`config.mk`:
```
export PLATFORM = sky130hd
export DESIGN_NAME = tx_abort_ctl
export DESIGN_NICKNAME = d
export VERILOG_FILES = /design/src/rtl/tx_abort_pkg.sv /design/src/rtl/tx_abort_ctrl.sv /design/src/rtl/tx_abort_dp.sv /design/src/rtl/tx_abort_ctl.sv
export SDC_FILE = /design/constraint.sdc
export NUM_CORES = 1
export LEC_CHECK = 0
export ABC_CLOCK_PERIOD_IN_PS = 1600
export BUFFER_PORTS_ARGS = -buffer_cell sky130_fd_sc_hd__clkbuf_2
export CORE_MARGIN = 2
export CORE_UTILIZATION = 53
export DETAILED_ROUTE_END_ITERATION = 16
export PLACE_DENSITY = 0.76
export SKIP_CTS_REPAIR_TIMING = 1
export SLEW_MARGIN = 20
export SYNTH_ARGS = -nofsm -noshare
export SYNTH_HDL_FRONTEND = slang
export SYNTH_SLANG_ARGS = --single-unit
```
`constraint.sdc`:
```
create_clock -name clk -period 1.6 [get_ports clk]
set_input_delay 0.24 -clock clk [delete_from_list [all_inputs] [get_ports clk]]
set_output_delay 0.24 -clock clk [all_outputs]
set_load 0.02 [all_outputs]
```
`src/rtl/tx_abort_pkg.sv`:
```
package tx_abort_pkg;

  typedef enum logic [2:0] {
    CMD_ABORT    = 3'b011,
    CMD_PEND_CLR = 3'b101
  } txCmd_t;

  // Strobes from the control to the datapath.
  typedef struct packed {
    logic takeLoad;
    logic startAbort;
  } txStrobes_t;

endpackage

```
`src/rtl/tx_abort_ctrl.sv`:
```
module tx_abort_ctrl
  import tx_abort_pkg::*;
(
  input  logic       clk,
  input  logic       rstN,
  input  logic       frameMode,
  input  logic       cmdValid,
  input  logic [2:0] cmdCode,
  input  logic       loadValid,
  input  logic       crcDone,
  input  logic       txIntEn,
  input  logic       abortBusy,
  input  logic       drainPulse,
  output txStrobes_t strobes,
  output logic       intPending,
  output logic       txIrq,
  output logic       eomFlag
);

  logic abortCmd;
  logic pendClrCmd;
  logic suppress;

  always_comb begin
    abortCmd           = cmdValid && (cmdCode == CMD_ABORT) && frameMode;
    pendClrCmd         = cmdValid && (cmdCode == CMD_PEND_CLR);
    strobes.startAbort = abortCmd;
    strobes.takeLoad   = loadValid && !abortBusy && !abortCmd;
  end

  // Pending flag: the clear command has priority over a load, and a load over a set.
  always_ff @(posedge clk) begin
    if (!rstN)                          intPending <= 1'b0;
    else if (pendClrCmd)                intPending <= 1'b0;
    else if (strobes.takeLoad)          intPending <= 1'b0;
    else if (drainPulse && !suppress)   intPending <= 1'b1;
  end

  // Suppression latch: set by the clear command, lifted by a load or by CRC completion.
  always_ff @(posedge clk) begin
    if (!rstN)                               suppress <= 1'b0;
    else if (pendClrCmd)                     suppress <= 1'b1;
    else if (strobes.takeLoad || crcDone)    suppress <= 1'b0;
  end

  always_ff @(posedge clk) begin
    if (!rstN)                 eomFlag <= 1'b0;
    else if (abortCmd)         eomFlag <= 1'b1;
    else if (strobes.takeLoad) eomFlag <= 1'b0;
  end

  assign txIrq = intPending & txIntEn;

  a_r5_clear_cmd: assert property (@(posedge clk) disable iff (!rstN)
    pendClrCmd |=> !intPending);
  a_r5_no_set_when_suppressed: assert property (@(posedge clk) disable iff (!rstN)
    $rose(intPending) |-> $past(!suppress && drainPulse));
  a_r6_lift: assert property (@(posedge clk) disable iff (!rstN)
    ((strobes.takeLoad || crcDone) && !pendClrCmd) |=> !suppress);
  a_r7_eom_set: assert property (@(posedge clk) disable iff (!rstN)
    abortCmd |=> eomFlag);

endmodule

```
`src/rtl/tx_abort_dp.sv`:
```
module tx_abort_dp
  import tx_abort_pkg::*;
#(
  parameter int DATA_W    = 8,
  parameter int ABORT_LEN = 8
) (
  input  logic              clk,
  input  logic              rstN,
  input  txStrobes_t        strobes,
  input  logic [DATA_W-1:0] loadData,
  input  logic              bitEn,
  output logic              txBit,
  output logic              bufFull,
  output logic              abortBusy,
  output logic              drainPulse
);

  localparam int SH_CW = (DATA_W > 1) ? $clog2(DATA_W) : 1;
  localparam int AB_CW = (ABORT_LEN > 1) ? $clog2(ABORT_LEN) : 1;
  localparam logic [SH_CW-1:0] SH_LAST = SH_CW'(DATA_W - 1);
  localparam logic [AB_CW-1:0] AB_LAST = AB_CW'(ABORT_LEN - 1);

  logic [DATA_W-1:0] holdBuf;
  logic [DATA_W-1:0] shReg;
  logic              shBusy;
  logic [SH_CW-1:0]  shCnt;
  logic [AB_CW-1:0]  abCnt;
  logic              xfer;

  assign xfer       = bitEn && !abortBusy && !shBusy && bufFull && !strobes.startAbort;
  assign drainPulse = (strobes.startAbort && bufFull) || (xfer && !strobes.takeLoad);
  assign txBit      = abortBusy ? 1'b1 : (shBusy ? shReg[0] : 1'b1);

  // Holding buffer
  always_ff @(posedge clk) begin
    if (!rstN) begin
      bufFull <= 1'b0;
      holdBuf <= '0;
    end else if (strobes.startAbort) begin
      bufFull <= 1'b0;
    end else if (strobes.takeLoad) begin
      bufFull <= 1'b1;
      holdBuf <= loadData;
    end else if (xfer) begin
      bufFull <= 1'b0;
    end
  end

  // Shifter, least significant bit first
  always_ff @(posedge clk) begin
    if (!rstN) begin
      shBusy <= 1'b0;
      shReg  <= '0;
      shCnt  <= '0;
    end else if (strobes.startAbort) begin
      shBusy <= 1'b0;
      shCnt  <= '0;
    end else if (xfer) begin
      shBusy <= 1'b1;
      shReg  <= holdBuf;
      shCnt  <= '0;
    end else if (shBusy && bitEn) begin
      shReg <= shReg >> 1;
      shCnt <= shCnt + 1'b1;
      if (shCnt == SH_LAST) shBusy <= 1'b0;
    end
  end

  // Abort run of marking bits
  always_ff @(posedge clk) begin
    if (!rstN) begin
      abortBusy <= 1'b0;
      abCnt     <= '0;
    end else if (strobes.startAbort) begin
      abortBusy <= 1'b1;
      abCnt     <= '0;
    end else if (abortBusy && bitEn) begin
      abCnt <= abCnt + 1'b1;
      if (abCnt == AB_LAST) abortBusy <= 1'b0;
    end
  end

  a_r7_flush: assert property (@(posedge clk) disable iff (!rstN)
    strobes.startAbort |=> (!bufFull && abortBusy && !shBusy));
  a_r7_line_marks: assert property (@(posedge clk) disable iff (!rstN)
    abortBusy |-> txBit);
  a_r9_stay_empty: assert property (@(posedge clk) disable iff (!rstN)
    abortBusy |-> !bufFull);
  a_r3_idle_mark: assert property (@(posedge clk) disable iff (!rstN)
    (!abortBusy && !shBusy) |-> txBit);

endmodule

```
`src/rtl/tx_abort_ctl.sv`:
```
module tx_abort_ctl
  import tx_abort_pkg::*;
#(
  parameter int DATA_W    = 8,
  parameter int ABORT_LEN = 8
) (
  input  logic              clk,
  input  logic              rstN,
  input  logic              frameMode,
  input  logic              cmdValid,
  input  logic [2:0]        cmdCode,
  input  logic              loadValid,
  input  logic [DATA_W-1:0] loadData,
  input  logic              crcDone,
  input  logic              txIntEn,
  input  logic              bitEn,
  output logic              txBit,
  output logic              abortBusy,
  output logic              bufFull,
  output logic              intPending,
  output logic              txIrq,
  output logic              eomFlag
);

  txStrobes_t strobes;
  logic       drainPulse;

  tx_abort_ctrl u_ctrl (
    .clk        (clk),
    .rstN       (rstN),
    .frameMode  (frameMode),
    .cmdValid   (cmdValid),
    .cmdCode    (cmdCode),
    .loadValid  (loadValid),
    .crcDone    (crcDone),
    .txIntEn    (txIntEn),
    .abortBusy  (abortBusy),
    .drainPulse (drainPulse),
    .strobes    (strobes),
    .intPending (intPending),
    .txIrq      (txIrq),
    .eomFlag    (eomFlag)
  );

  tx_abort_dp #(
    .DATA_W    (DATA_W),
    .ABORT_LEN (ABORT_LEN)
  ) u_dp (
    .clk        (clk),
    .rstN       (rstN),
    .strobes    (strobes),
    .loadData   (loadData),
    .bitEn      (bitEn),
    .txBit      (txBit),
    .bufFull    (bufFull),
    .abortBusy  (abortBusy),
    .drainPulse (drainPulse)
  );

  a_r4_irq_follows: assert property (@(posedge clk) disable iff (!rstN)
    (intPending && txIntEn) |-> txIrq);
  a_r10_clear_wins: assert property (@(posedge clk) disable iff (!rstN)
    (cmdValid && cmdCode == 3'b101 && drainPulse) |=> !intPending);

endmodule

```
Word-level counts from Yosys, hierarchy flattened:

Cells that the tools add are included.

* bits in registers: 28

* reductions and logical operators: 35
* mux-type cells: 16
* bitwise gates (word level): 3
* equality and inequality tests: 4
* add/sub/neg operators: 2

Operator list (number)
* $mux W8: 2
* $logic_and A1 B1 Y1: 14
* $mux W1: 14
* $reduce_bool A2 Y1: 7
* $eq A3 B3 Y1 const B: 3
* $reduce_and A2 Y1: 4
* $add A3 B1 Y3 const B: 2
* $reduce_or A3 Y1: 2
* $logic_not A1 Y1: 5
* $eq A3 B2 Y1 const B: 1
* $logic_or A1 B1 Y1: 2
* $not A1 Y1: 2
* $reduce_or A2 Y1: 1
* $and A1 B1 Y1: 1

Logic depth before layout (Yosys ltp):

* word-level depth: 9
* mapped depth: 5
* depth with buffers taken out: 5

Hierarchy:

Synthesis repeated with hierarchy kept, for this count alone.

* cell total of the unflattened synthesis: 137
* area, all modules: 1277.5 µm²

Modules (own cells, without submodules)
* tx_abort_dp: times used 1, area an instance 1107.3 µm², cells each 117
* tx_abort_ctrl: times used 1, area an instance 170.2 µm², cells each 20

Worst setup path after synthesis:

OpenSTA, ideal clock, no wires.

* path type: flip-flop to flip-flop
* from: register u_dp.bufFull
* to: register u_ctrl.intPending
* path slack: 0.281 ns
* cell stages (with the launch flop): 6
* arrival time: 1.250 ns
* required time: 1.530 ns
* setup time: 0.070 ns
* cell sequence: dfxtp_1 nor2b_2 buf_6 nand3_4 or3_1 a21oi_1

* longest elaborated chain between the ends: 5
* elaborated cells on any way between the ends: 6
* classes of those cells: reduce/logical: 6

RTL lines
* from (decl): RTL line tx_abort_dp.sv:13 `output logic bufFull,`
* from (signal assigned): RTL line tx_abort_dp.sv:37 `bufFull <= 1'b0;`
* from (signal assigned): RTL line tx_abort_dp.sv:40 `bufFull <= 1'b0;`
* from (signal assigned): RTL line tx_abort_dp.sv:42 `bufFull <= 1'b1;`
* $logic_and A1 B1 Y1 (2 in a row): RTL line tx_abort_dp.sv:30 `assign xfer = bitEn && !abortBusy && !shBusy && bufFull && !strobes.startAbort;`
* $logic_and A1 B1 Y1: RTL line tx_abort_dp.sv:31 `assign drainPulse = (strobes.startAbort && bufFull) || (xfer && !strobes.takeLoad);`
* $logic_or A1 B1 Y1 *: RTL line tx_abort_dp.sv:31
* $logic_and A1 B1 Y1 *: RTL line tx_abort_ctrl.sv:36 `else if (drainPulse && !suppress) intPending <= 1'b1;`
* to (signal assigned): RTL line tx_abort_ctrl.sv:34 `else if (pendClrCmd) intPending <= 1'b0;`
* to (signal assigned): RTL line tx_abort_ctrl.sv:35 `else if (strobes.takeLoad) intPending <= 1'b0;`
* to (signal assigned): RTL line tx_abort_ctrl.sv:36
* to (decl): RTL line tx_abort_ctrl.sv:15 `output logic intPending,`

Mark *: on every way between the ends. The rest lies on a longest branch, timed or not.
A chain may end at the register's enable or synchronous reset.

Worst setup path in the final report:

* from: register u_dp.shBusy
* to: output port txBit

* longest elaborated chain between the ends: 2

RTL lines
* from (decl): RTL line tx_abort_dp.sv:25 `logic shBusy;`
* from (signal assigned): RTL line tx_abort_dp.sv:52 `shBusy <= 1'b0;`
* from (signal assigned): RTL line tx_abort_dp.sv:56 `shBusy <= 1'b0;`
* from (signal assigned): RTL line tx_abort_dp.sv:59 `shBusy <= 1'b1;`
* $mux W1 (2 in a row): RTL line tx_abort_dp.sv:32 `assign txBit = abortBusy ? 1'b1 : (shBusy ? shReg[0] : 1'b1);`
* to (decl): RTL line tx_abort_ctl.sv:17 `output logic txBit,`

No other way between the ends.

==> flow_summary.toml <==
[synthesis]
synth-simple-area-share_pct = 21.5
synth_top_family_by_area = "compound AO/OA/AOI/OAI gates"
synth_edf_count = 0
synth_nets = 176
synth-adder-area-share_pct = 3.94
synth_xor_area_share_pct = 0.689
ys_warn_count = 0
avgSynthCellArea_um2 = 8.31
synth-seq-cells = 28
synth_ff_type = "dfxtp_1"
synth.mux.area_fraction_pct = 0
synthArstFlopShare_pct = 0
ys_types = 31
synth_compound_area_share_pct = 23.7
synth.yosys.seq_area_share_pct = 44.1
syn-cell-area_um2 = 1270
synthCells = 153

[setup_path]
critical-path-slowest-cell = "or3_1"
arrival_ns = 1.29
path_class = "flip-flop to primary output"
reg2reg_from = "u_dp.abortBusy$_SDFFE_PN0P_"
cp-startpoint = "u_dp.shBusy$_SDFFE_PP0P_"
max_stage_delay_ns = 0.38
required_ns = 1.36
crit_path_end_kind = "primary output"
startpoint_type = "flip-flop"
crit_chain = "inv_1, or3_1, clkbuf_2"
worstPathMaxFanout = 2

[final_layout]
final_common_cell = "dfxtp_1"
drive_gt1_share_pct = 20.2
layout_common_cells = "28 x dfxtp_1, 24 x o21ai_0, 24 x clkbuf_2"
diodes = 0
num-nets-final = 202
synthToLayoutAreaGrowth_pct = 15.6
layoutNonFillerInstCount = 206

[floorplanning]
io_pins = 25
rows = 17
chipWidth_um = 53.0
die_h_um = 53.0
die_area_um2 = 2810
initial_core_util_pct = 56.9
core_area_um2 = 2230

[timing]
worstMarginPinSlew_ns = 0.382
tns_ns = 0
finalHoldViolCount = 0
final.setup.worst_slack_ns = 0.0720
period_share_pct = 95.5
layout_min_cycle_time_ns = 1.53
clock_skew_ns = 0.00506
max_freq_ghz = 0.654
rsz0062_at_grt = "false"
drv_slew = 0
setup_viol = 0
relSlewSlack_pct = 74.5

[flow_run]
cap_violations = 0

[clock_tree]
cts_buffers = 3
clock_path_buffers = 2
cts_root_buf = "clkbuf_4"
h-tree-depth = 1
clk_pin_slew_ns = 0.15
cts_tree = "yes"
clock-sinks = 28
clk_latency_ns = 0.32

[routing]
route.detailed.drc = 0
avgViaCountPerCell = 5.61
detailroute.via_count = 1155
drt_iter0_markers = 22
wl_per_cell_um = 13.1
dr.pass1.iters = 4
routed_wl_um = 2710
detail-route-antenna-nets = 0

[hold_path]
hp-class = "input port to flip-flop"
min_from = "loadData[4]"

[outcome]
status = "finished, final reports clean"

[placed_design]
port_buffers = 24
placed_cells = 202
place_congestion = 0.729
pre_cts_ws_ns = 0.176
dp_hpwl_um = 2020

[grt]
grt_pass1_wl_um = 4470
grt_usage_pct = 21.3
globalRoute.totalOverflow = 0
grt_max_degree = 23
antenna_found_initial = 0
grt_pass1_vias = 1089

[power]
leakage_nw = 0.592
peakVddDrop_uv = 622
power_density_nw_per_um2 = 967
[layer usage]
layer,part of all wire (%),global-route usage [%],up-vias
met5,0,0,-
met4,2.1,9.40,0
met3,4.9,3.39,9
met2,49,35.4,37
met1,44,27.1,522
li1,-,-,587
[metrics by stage]
stage	util, %	area (um2)	hold slack, ns	total power [mW]
4_1_cts	65.8	1470	0.111	1.43
3_3_place_gp	63.4	1420	0.445	0.965
6_report	65.8	1470	0.115	1.42
3_5_place_dp	63.4	1420	0.459	0.977
5_1_grt	65.8	1470	0.134	1.48
2_1_floorplan	-	1270	0.380	0.912
[where the power goes]
part           switching [mW]  leakage, nW  internal (mW)  total (mW)
clock network           0.204       0.0279          0.253       0.457
logic                   0.118        0.335         0.0794       0.198
registers              0.0259        0.229          0.740       0.766
total                   0.348        0.592           1.07        1.42
[flip-flops by register name (all words and copies together), names as in the netlist]
signal	cells
u_dp.holdBuf	8
u_dp.shReg	8
u_dp.abCnt	3
u_dp.shCnt	3
u_ctrl.eomFlag	1
u_ctrl.intPending	1
u_ctrl.suppress	1
u_dp.abortBusy	1
u_dp.bufFull	1
u_dp.shBusy	1
[cell type report]
class	count	area, um2
inverters	10	37.5
repair buffers	28	150
fillers	203	764
clock buffers	3	22.5
multi-input cells	108	633
well taps	28	35.0
clock inverters	1	30.0
flip-flops and latches	28	561
[Yosys cell counts (2+ instances only)]
cell	instances	area, um2
dfxtp_1	28	561
o21ai_0	24	120
nand2_1	19	71.3
nor2_1	15	56.3
nand3_1	11	55.1
inv_1	9	33.8
a21oi_1	8	40.0
a221oi_1	7	61.3
ha_1	4	50.1
clkbuf_1	3	11.3
a32oi_1	2	17.5
buf_2	2	10.0
o21ai_1	2	10.0
or3_1	2	12.5
[critical path: cells and delay by family, from the launching register on]
| family | cells | cell delay (ns) |
|---|---|---|
| and+or+nand+nor | 1 | 0.38 |
| buffers and inverters | 2 | 0.23 |
| DFF | 1 | 0.36 |
[cells by family (layout without fill, tap and decap cells)]
group	after synthesis	after routing
adders and majority gates	4	4
AOI/OAI and AO/OA	47	47
DFF	28	28
and+or+nand+nor	56	56
buffers and inverters	17	42
xor gates and xnor gates	1	1
[final timing paths]
kind,endpoint,slack (ns),cells after the start
worst max-delay path,txBit,0.07,3
worst min-delay path,u_dp.holdBuf[4]$_SDFFE_PN0P_,0.12,3
worst max register to register,u_dp.shReg[3]$_SDFFE_PN0P_,0.22,5
worst min register to register,u_dp.abCnt[1]$_SDFFE_PP0P_,0.48,2
Power figures use the tool's default switching activity.
